<file path="config.mk">
export PLATFORM = sky130hd
export DESIGN_NAME = capmem_port
export DESIGN_NICKNAME = d
export VERILOG_FILES = /design/src/rtl/capmem_port.sv
export SDC_FILE = /design/constraint.sdc
export NUM_CORES = 1
export LEC_CHECK = 0
export ABC_AREA = 0
export ABC_CLOCK_PERIOD_IN_PS = 2950
export CAP_MARGIN = 5
export CELL_PAD_IN_SITES_DETAIL_PLACEMENT = 0
export CELL_PAD_IN_SITES_GLOBAL_PLACEMENT = 1
export CORE_UTILIZATION = 25
export CTS_CLUSTER_DIAMETER = 80
export CTS_CLUSTER_SIZE = 30
export DETAILED_ROUTE_END_ITERATION = 6
export GPL_TIMING_DRIVEN = 0
export HOLD_SLACK_MARGIN = 0.05
export PLACE_DENSITY_LB_ADDON = 0.1
export SLEW_MARGIN = 20
export SYNTH_ARGS = -nofsm -noshare
export SYNTH_HDL_FRONTEND = slang
export SYNTH_SLANG_ARGS = --single-unit
export TNS_END_PERCENT = 5
</file>
<file path="constraint.sdc">
create_clock -name clk -period 2.95 [get_ports clk]
set_input_delay 0.4425 -clock clk [delete_from_list [all_inputs] [get_ports clk]]
set_output_delay 0.4425 -clock clk [all_outputs]
set_load 0.05 [all_outputs]
</file>
<file path="src/rtl/capmem_port.sv">
module capmem_port #(
  parameter int DEPTH    = 1000,
  parameter int SAMPLE_W = 20,
  parameter int AW       = $clog2(DEPTH)
) (
  input  logic                clk,
  input  logic                rst_n,
  input  logic                reg_wr,
  input  logic                reg_rd,
  input  logic [1:0]          reg_sel,
  input  logic [15:0]         reg_wdata,
  output logic [15:0]         reg_rdata,
  output logic [AW-1:0]       mem_raddr,
  input  logic [31:0]         mem_rdata,
  output logic                mem_we,
  output logic [AW-1:0]       mem_waddr,
  output logic [31:0]         mem_wdata,
  output logic                mem_sel,
  input  logic                cap_mag_mode,
  input  logic                cap_round,
  input  logic [SAMPLE_W-1:0] cap_i,
  input  logic [SAMPLE_W-1:0] cap_q,
  input  logic [15:0]         cap_mag,
  output logic [31:0]         cap_word
);
  localparam int DROP = SAMPLE_W - 16;
  localparam logic [1:0] SEL_ADDR = 2'd0, SEL_LO = 2'd1, SEL_HI = 2'd2, SEL_CTL = 2'd3;

  logic [AW-1:0] addr_q;
  logic [15:0]   low_q;
  logic [1:0]    ctrl_q;

  wire autoinc = ctrl_q[0];
  wire hi_acc  = (reg_wr || reg_rd) && reg_sel == SEL_HI;
  wire [AW-1:0] addr_nx = (addr_q == AW'(DEPTH - 1)) ? '0 : addr_q + 1'b1;

  always_ff @(posedge clk) begin
    if (!rst_n) begin
      addr_q    <= '0;
      low_q     <= '0;
      ctrl_q    <= '0;
      mem_we    <= 1'b0;
      mem_waddr <= '0;
      mem_wdata <= '0;
    end else begin
      mem_we <= 1'b0;
      if (reg_wr) begin
        case (reg_sel)
          SEL_ADDR: addr_q <= (reg_wdata < 16'(DEPTH)) ? reg_wdata[AW-1:0] : '0;
          SEL_LO:   low_q  <= reg_wdata;
          SEL_HI: begin
            mem_we    <= 1'b1;
            mem_waddr <= addr_q;
            mem_wdata <= {reg_wdata, low_q};
          end
          default:  ctrl_q <= reg_wdata[1:0];
        endcase
      end
      if (hi_acc && autoinc) addr_q <= addr_nx;
    end
  end

  assign mem_raddr = addr_q;
  assign mem_sel   = ctrl_q[1];

  always_comb begin
    case (reg_sel)
      SEL_ADDR: reg_rdata = 16'(addr_q);
      SEL_LO:   reg_rdata = mem_rdata[15:0];
      SEL_HI:   reg_rdata = mem_rdata[31:16];
      default:  reg_rdata = {14'b0, ctrl_q};
    endcase
  end

  function automatic logic [15:0] pick(input logic [SAMPLE_W-1:0] x, input logic rnd);
    logic [SAMPLE_W:0] s;
    s = {x[SAMPLE_W-1], x} + (rnd ? ((SAMPLE_W+1)'(1) << (DROP - 1)) : '0);
    if (s[SAMPLE_W] != s[SAMPLE_W-1]) pick = 16'h7FFF;
    else pick = s[SAMPLE_W-1:DROP];
  endfunction

  assign cap_word = cap_mag_mode ? {15'b0, cap_mag[15], 1'b0, cap_mag[14:0]}
                                 : {pick(cap_i, cap_round), pick(cap_q, cap_round)};
endmodule

</file>
==> results of run 1 <==
area by class of cell:
cell class	count	area (um2)	area share, %
multi-input cells	439	2830	39.8
repair buffers	214	2070	29.2
flip-flops and latches	71	1420	20.0
well taps	220	275	3.88
clock buffers	10	239	3.37
plain buffers	38	213	3.00
inverters	7	28.8	0.406
clock inverters	4	23.8	0.335
registers in the layout (all words and copies together) (netlist names):
signal     count
mem_wdata     32
low_q         16
mem_we         1
mem_raddr     10
ctrl_q         2
mem_waddr     10
metrics by stage:
step | hold WS (ns) | util [%] | instance area, um2
floorplan | 0.441 | - | 4290
global placement | 0.457 | 39.7 | 6580
detailed placement | 0.459 | 39.7 | 6580
CTS | 0.445 | 42.6 | 7060
global route | 0.462 | 42.8 | 7100
finish | 0.461 | 42.8 | 7100
per-layer routing:
layer / up-vias / track usage [%]
met5: - / 0
met4: 0 / 4.34
met3: 9 / 4.77
met2: 134 / 30.8
met1: 2194 / 21.0
li1: 2369 / -
cells by family (layout without fill, tap and decap cells):
logic type	Yosys count	in the layout	synth area share (%)
DFF	71	71	33.5
AOI/OAI and AO/OA	136	136	21.6
adders and majority gates	5	5	1.48
xor gates and xnor gates	27	27	5.58
and+or+nand+nor	258	258	29.2
muxes	13	13	3.69
buffers and inverters	45	273	4.90
synthesized netlist by cell type (all sizes together):
cell	number
or2	1
nor4	4
nor2	16
nand2b	1
a21o	1
or3	5
o221ai	1
ha	5
xnor2	9
dfxtp	71
nor3	9
a22oi	1
nand2	155
inv	7
o2111ai	1
and4b	1
a221oi	2
buf	17
o211a	1
o211ai	3
a211oi	1
mux2	1
and3	8
a311o	1
mux2i	10
a32oi	2
and4	1
a31oi	3
nand3	20
mux4	2
or3b	1
and2	6
xor2	18
o21ai	23
o22ai	2
nand4	12
a21boi	59
clkbuf	21
a22o	6
nor2b	18
a21oi	29
power groups by stage:
stage	sequential (mW)	combinational [mW]	clock, mW
after floorplan	1.05	0.382	0
after global placement	1.02	0.759	0
after detailed placement	1.02	0.761	0
after CTS	0.995	0.795	1.01
after global routing	0.997	0.844	1.03
final	0.995	0.796	0.974
worst min path at each step:
stage                        startpoint            end  cells after the start
after floorplan                low_q[0]   mem_wdata[0]                      2
after global placement    mem_wdata[18]  mem_wdata[18]                      2
after detailed placement      low_q[15]      low_q[15]                      2
after CTS                        reg_wr         mem_we                      2
after global routing             reg_wr         mem_we                      2
final                            reg_wr         mem_we                      2
what timing repair did:
action                     4_1_cts  5_1_grt
setup buffers                    9        1
cloned                           2        0
setup endpoints to repair       32       32
pin swaps                       15        6
resized for setup              255       20
worst max-delay path: stages:
cell and delay [ns]:
buf_6 0.07, and2_4 0.14, ha_4 0.12, and4_4 0.23, or3b_4 0.40, nor3_4 0.12, xor2_1 0.17, ha_1 0.29
inv_4 0.12, clkbuf_16 0.17, a21oi_4 0.05, buf_6 0.20
==> out/results.ini, run 1 <==
[layout]
final_cells = 1003
layout-drive-gt1-share_pct = 15.8
fin_nets = 897
n_antenna_cell = 0
final_common_cell = nand2_1
fill_cells = 1714
layout_common_cells = nand2_1, clkdlybuf4s50_1, dfxtp_1
syn2layout_area_growth_pct = 67.4

[run]
cap_violations = 0

[sta]
slew_headroom_pct = 30.1
rsz0062_at_grt = true
worst_slack_ns = -0.0231
slew_viol_final = 0
skew_ns = 0.00606
post-route-min-period_ns = 2.97
max_freq_mhz = 336
setup_viol = 9
hold_viol = 0
finalCritPeriodShare_pct = 101
tns_ns = -0.136
worstMarginPinSlew_ns = 1.05

[routing]
routed_wl_um = 15300
wl_per_cell_um = 15.2
via_count = 4706
detail-route-antenna-nets = 0
drt_pass1_iterations = 4
wl_met1_um = 6590
dr.max_layer_used = met4
wl_met2_um = 7590
via_per_inst = 4.69
drc_errors = 0
route.met3.wl_um = 978
first_iter_violations = 147

[synthesis]
syn-cell-area_um2 = 4240
synth.avg_cell_area_um2 = 7.64
synth_cell_type_count = 53
synth_warnings = 0
syn_inst = 555
synth_top_area_cell = dfxtp_1
synth_seq_cells = 71
ys_seq_area_share_pct = 33.5
synth_top_area_share_pct = 33.5
synth_fp_nets = 672
ys_top_cells_by_area = dfxtp_1, nand2_1, a21boi_0

[clocking]
htreeDepth = 3
cts_tree = done
clockBufferDepth = 2
path_clk_slew_ns = 0.05
cts_buffers = 9
numClockSinks = 71
worstSkewPairLatency_ns = 0.33
cts_root_buf = clkbuf_16
cts_hold_buf = 0

[worst_hold_path]
hold_class = input pin to register

[worst_setup_path]
crit_start = cap_i[3]
reg2reg_depth = 6
r2r-end = mem_raddr[1]
critPathCapture = cap_word[26]
crit_fanout = 6
r2r-start = mem_raddr[0]
worst_setup_path_start_kind = input pin
path_class = input pin to primary output
end_kind = primary output
r2r_slack_ns = 0.92
cp.arrival_ns = 2.53
crit_required_ns = 2.51

[grt]
grt_first_pass_wirelength_um = 24300
gr-total-overflow = 0
antenna_found_initial = 0
grt_pass1_vias = 4831
grt_use_total_pct = 17.5
grt_max_degree = 12

[run_status]
violations = negative setup slack
outcome = finished, violations left

[placement]
dp_slack_ns = -1.65
dp.cells = 977
port_buffers = 202
hpwl_um = 11900
globalplace.congestion = 0.805

[die]
dieHeight_um = 132
dieArea_um2 = 17500
die_width_um = 132
core.rowCount = 47
core_um2 = 16600
start_util_pct = 25.6
io_pins = 214

[power_and_ir_drop]
comb_power_share_pct = 28.8
vdd_ir_drop_max_v = 0.000239
power_mw = 2.76
p_clk_share_pct = 35.2
power_switching_uw = 880
p_leak_nw = 2.57
power.share.sequential_pct = 36.0
p_sw_share_pct = 31.8
p_int_mw = 1.88
power.density_nw_per_um2 = 390

Note: power is estimated with default switching activity, not from simulation.
==> inputs of run 2 (changes only) <==
--- a/config.mk
+++ b/config.mk
@@ -12,11 +12,12 @@
 export CELL_PAD_IN_SITES_GLOBAL_PLACEMENT = 1
 export CORE_UTILIZATION = 25
 export CTS_CLUSTER_DIAMETER = 80
-export CTS_CLUSTER_SIZE = 30
+export CTS_CLUSTER_SIZE = 24
 export DETAILED_ROUTE_END_ITERATION = 6
 export GPL_TIMING_DRIVEN = 0
 export HOLD_SLACK_MARGIN = 0.05
 export PLACE_DENSITY_LB_ADDON = 0.1
+export SKIP_CTS_REPAIR_TIMING = 1
 export SLEW_MARGIN = 20
 export SYNTH_ARGS = -nofsm -noshare
 export SYNTH_HDL_FRONTEND = slang
==> out/results.ini, run 2 (synthesis results as in run 1) <==
[run_status]
outcome = finished, violations left
violations = negative setup slack

[layout]
n_antenna_cell = 0
final_common_cell = nand2_1
largest_reg_flops = 32
stdcell_area_um2 = 7120
layout-drive-gt1-share_pct = 15.8
fin_nets = 897
final_core_util_pct = 43.0
largest_register = mem_wdata
layout_common_cells = nand2_1, clkdlybuf4s50_1, dfxtp_1
final_cells = 1003
top_regs = mem_wdata: 32 flops, low_q: 16 flops
syn2layout_area_growth_pct = 68.0

[worst_setup_path]
path_cells = buf_6, and2_4, ha_4, and4_4, or3b_4, nor3_4, xor2_1, ha_1, inv_4, clkbuf_16, a21oi_2, buf_6
r2r-start = mem_raddr[0]
slowest_stage = or3b_4
cp_common_cell = buf_6
path_class = input pin to primary output
crit_required_ns = 2.51
cp.arrival_ns = 2.62
worst_setup_path_start_kind = input pin
end_kind = primary output
reg2reg_depth = 6
crit_fanout = 6
slowest_delay_ns = 0.42
r2r_slack_ns = 0.92
r2r-end = mem_raddr[1]
crit_start = cap_round

[clocking]
cts_root_buf = clkbuf_16
path_clk_slew_ns = 0.05
clockBufferDepth = 2
cts_buffers = 9
worstSkewPairLatency_ns = 0.33
cts_tree = done
htreeDepth = 3
numClockSinks = 71

[sta]
worst_slack_ns = -0.113
tns_ns = -1.14
finalCritPeriodShare_pct = 104
hold_viol = 0
skew_ns = 0.00664
worstMarginPinSlew_ns = 0.675
max_freq_mhz = 327
slew_headroom_pct = 55.0
post-route-min-period_ns = 3.06
setup_viol = 15
slew_viol_final = 0
rsz0062_at_grt = true

[grt]
grt_use_total_pct = 17.2
antenna_found_initial = 0
grt_max_degree = 12
gr-total-overflow = 0
grt_pass1_vias = 4750
grt_first_pass_wirelength_um = 23900

[routing]
wl_per_cell_um = 15.3
drt_pass1_iterations = 4
detail-route-antenna-nets = 0
routed_wl_um = 15300
drc_errors = 0
via_count = 4695
first_iter_violations = 158
via_per_inst = 4.68

[die]
core_um2 = 16600
core.rowCount = 47
start_util_pct = 25.6
dieArea_um2 = 17500
dieHeight_um = 132
die_width_um = 132
io_pins = 214

[power_and_ir_drop]
p_leak_nw = 2.74
power.density_nw_per_um2 = 388
vdd_ir_drop_max_v = 0.000240

[placement]
globalplace.congestion = 0.805
hpwl_um = 11900
placed_area_um2 = 6580
dp.cells = 977
port_buffers = 202

[worst_hold_path]
hold_class = input pin to register
whs_endpoint = mem_we
min_path_cells = 2
hold_start = reg_wr

[run]
cap_violations = 0

==> run 2: per-layer routing <==
layer	global-route usage, %	part of all wire (%)
met1	21.0	44
met2	29.7	49
met3	5.04	6.3
met4	3.96	0.67
met5	0	0
==> run 2: cell type report <==
class                           instances  area [um2]
Inverter                                7        28.8
Buffer                                 38         200
Sequential cell                        71        1420
Multi-Input combinational cell        439        2780
Clock buffer                           10         239
Fill cell                            1710        9460
Clock inverter                          4        23.8
Tap cell                              220         275
Timing Repair Buffer                  214        2160
==> run 2: report_power, final <==
part	total [mW]	switching [mW]	internal [mW]	leakage, nW
registers	0.995	0.0159	0.979	0.575
clock network	0.976	0.397	0.579	0.134
logic	0.790	0.463	0.328	2.03
total	2.76	0.875	1.88	2.74
==> run 2: metrics by stage <==
step | total power, mW | hold slack (ns) | setup WS [ns]
after floorplan | 1.43 | 0.441 | -0.375
after global placement | 1.77 | 0.457 | -1.64
after detailed placement | 1.78 | 0.459 | -1.65
after CTS | 2.77 | 0.445 | -1.66
after global routing | 2.87 | 0.461 | -0.225
final | 2.76 | 0.460 | -0.113
==> run 2: critical path, delay by kind of cell <==
kind / cells / cell delay, ns
AOI/OAI and AO/OA: 1 / 0.14
xor gates and xnor gates: 1 / 0.09
adders and majority gates: 2 / 0.47
buffers and inverters: 4 / 0.50
and+or+nand+nor: 4 / 0.96
==> run 2: worst max-delay path by stage <==
stage,slack (ns),endpoint,depth (start not counted)
after floorplan,-0.37,cap_word[8],9
after global placement,-1.64,cap_word[30],12
after detailed placement,-1.65,cap_word[28],12
after CTS,-1.66,cap_word[26],12
after global routing,-0.22,cap_word[21],12
final,-0.11,cap_word[21],12
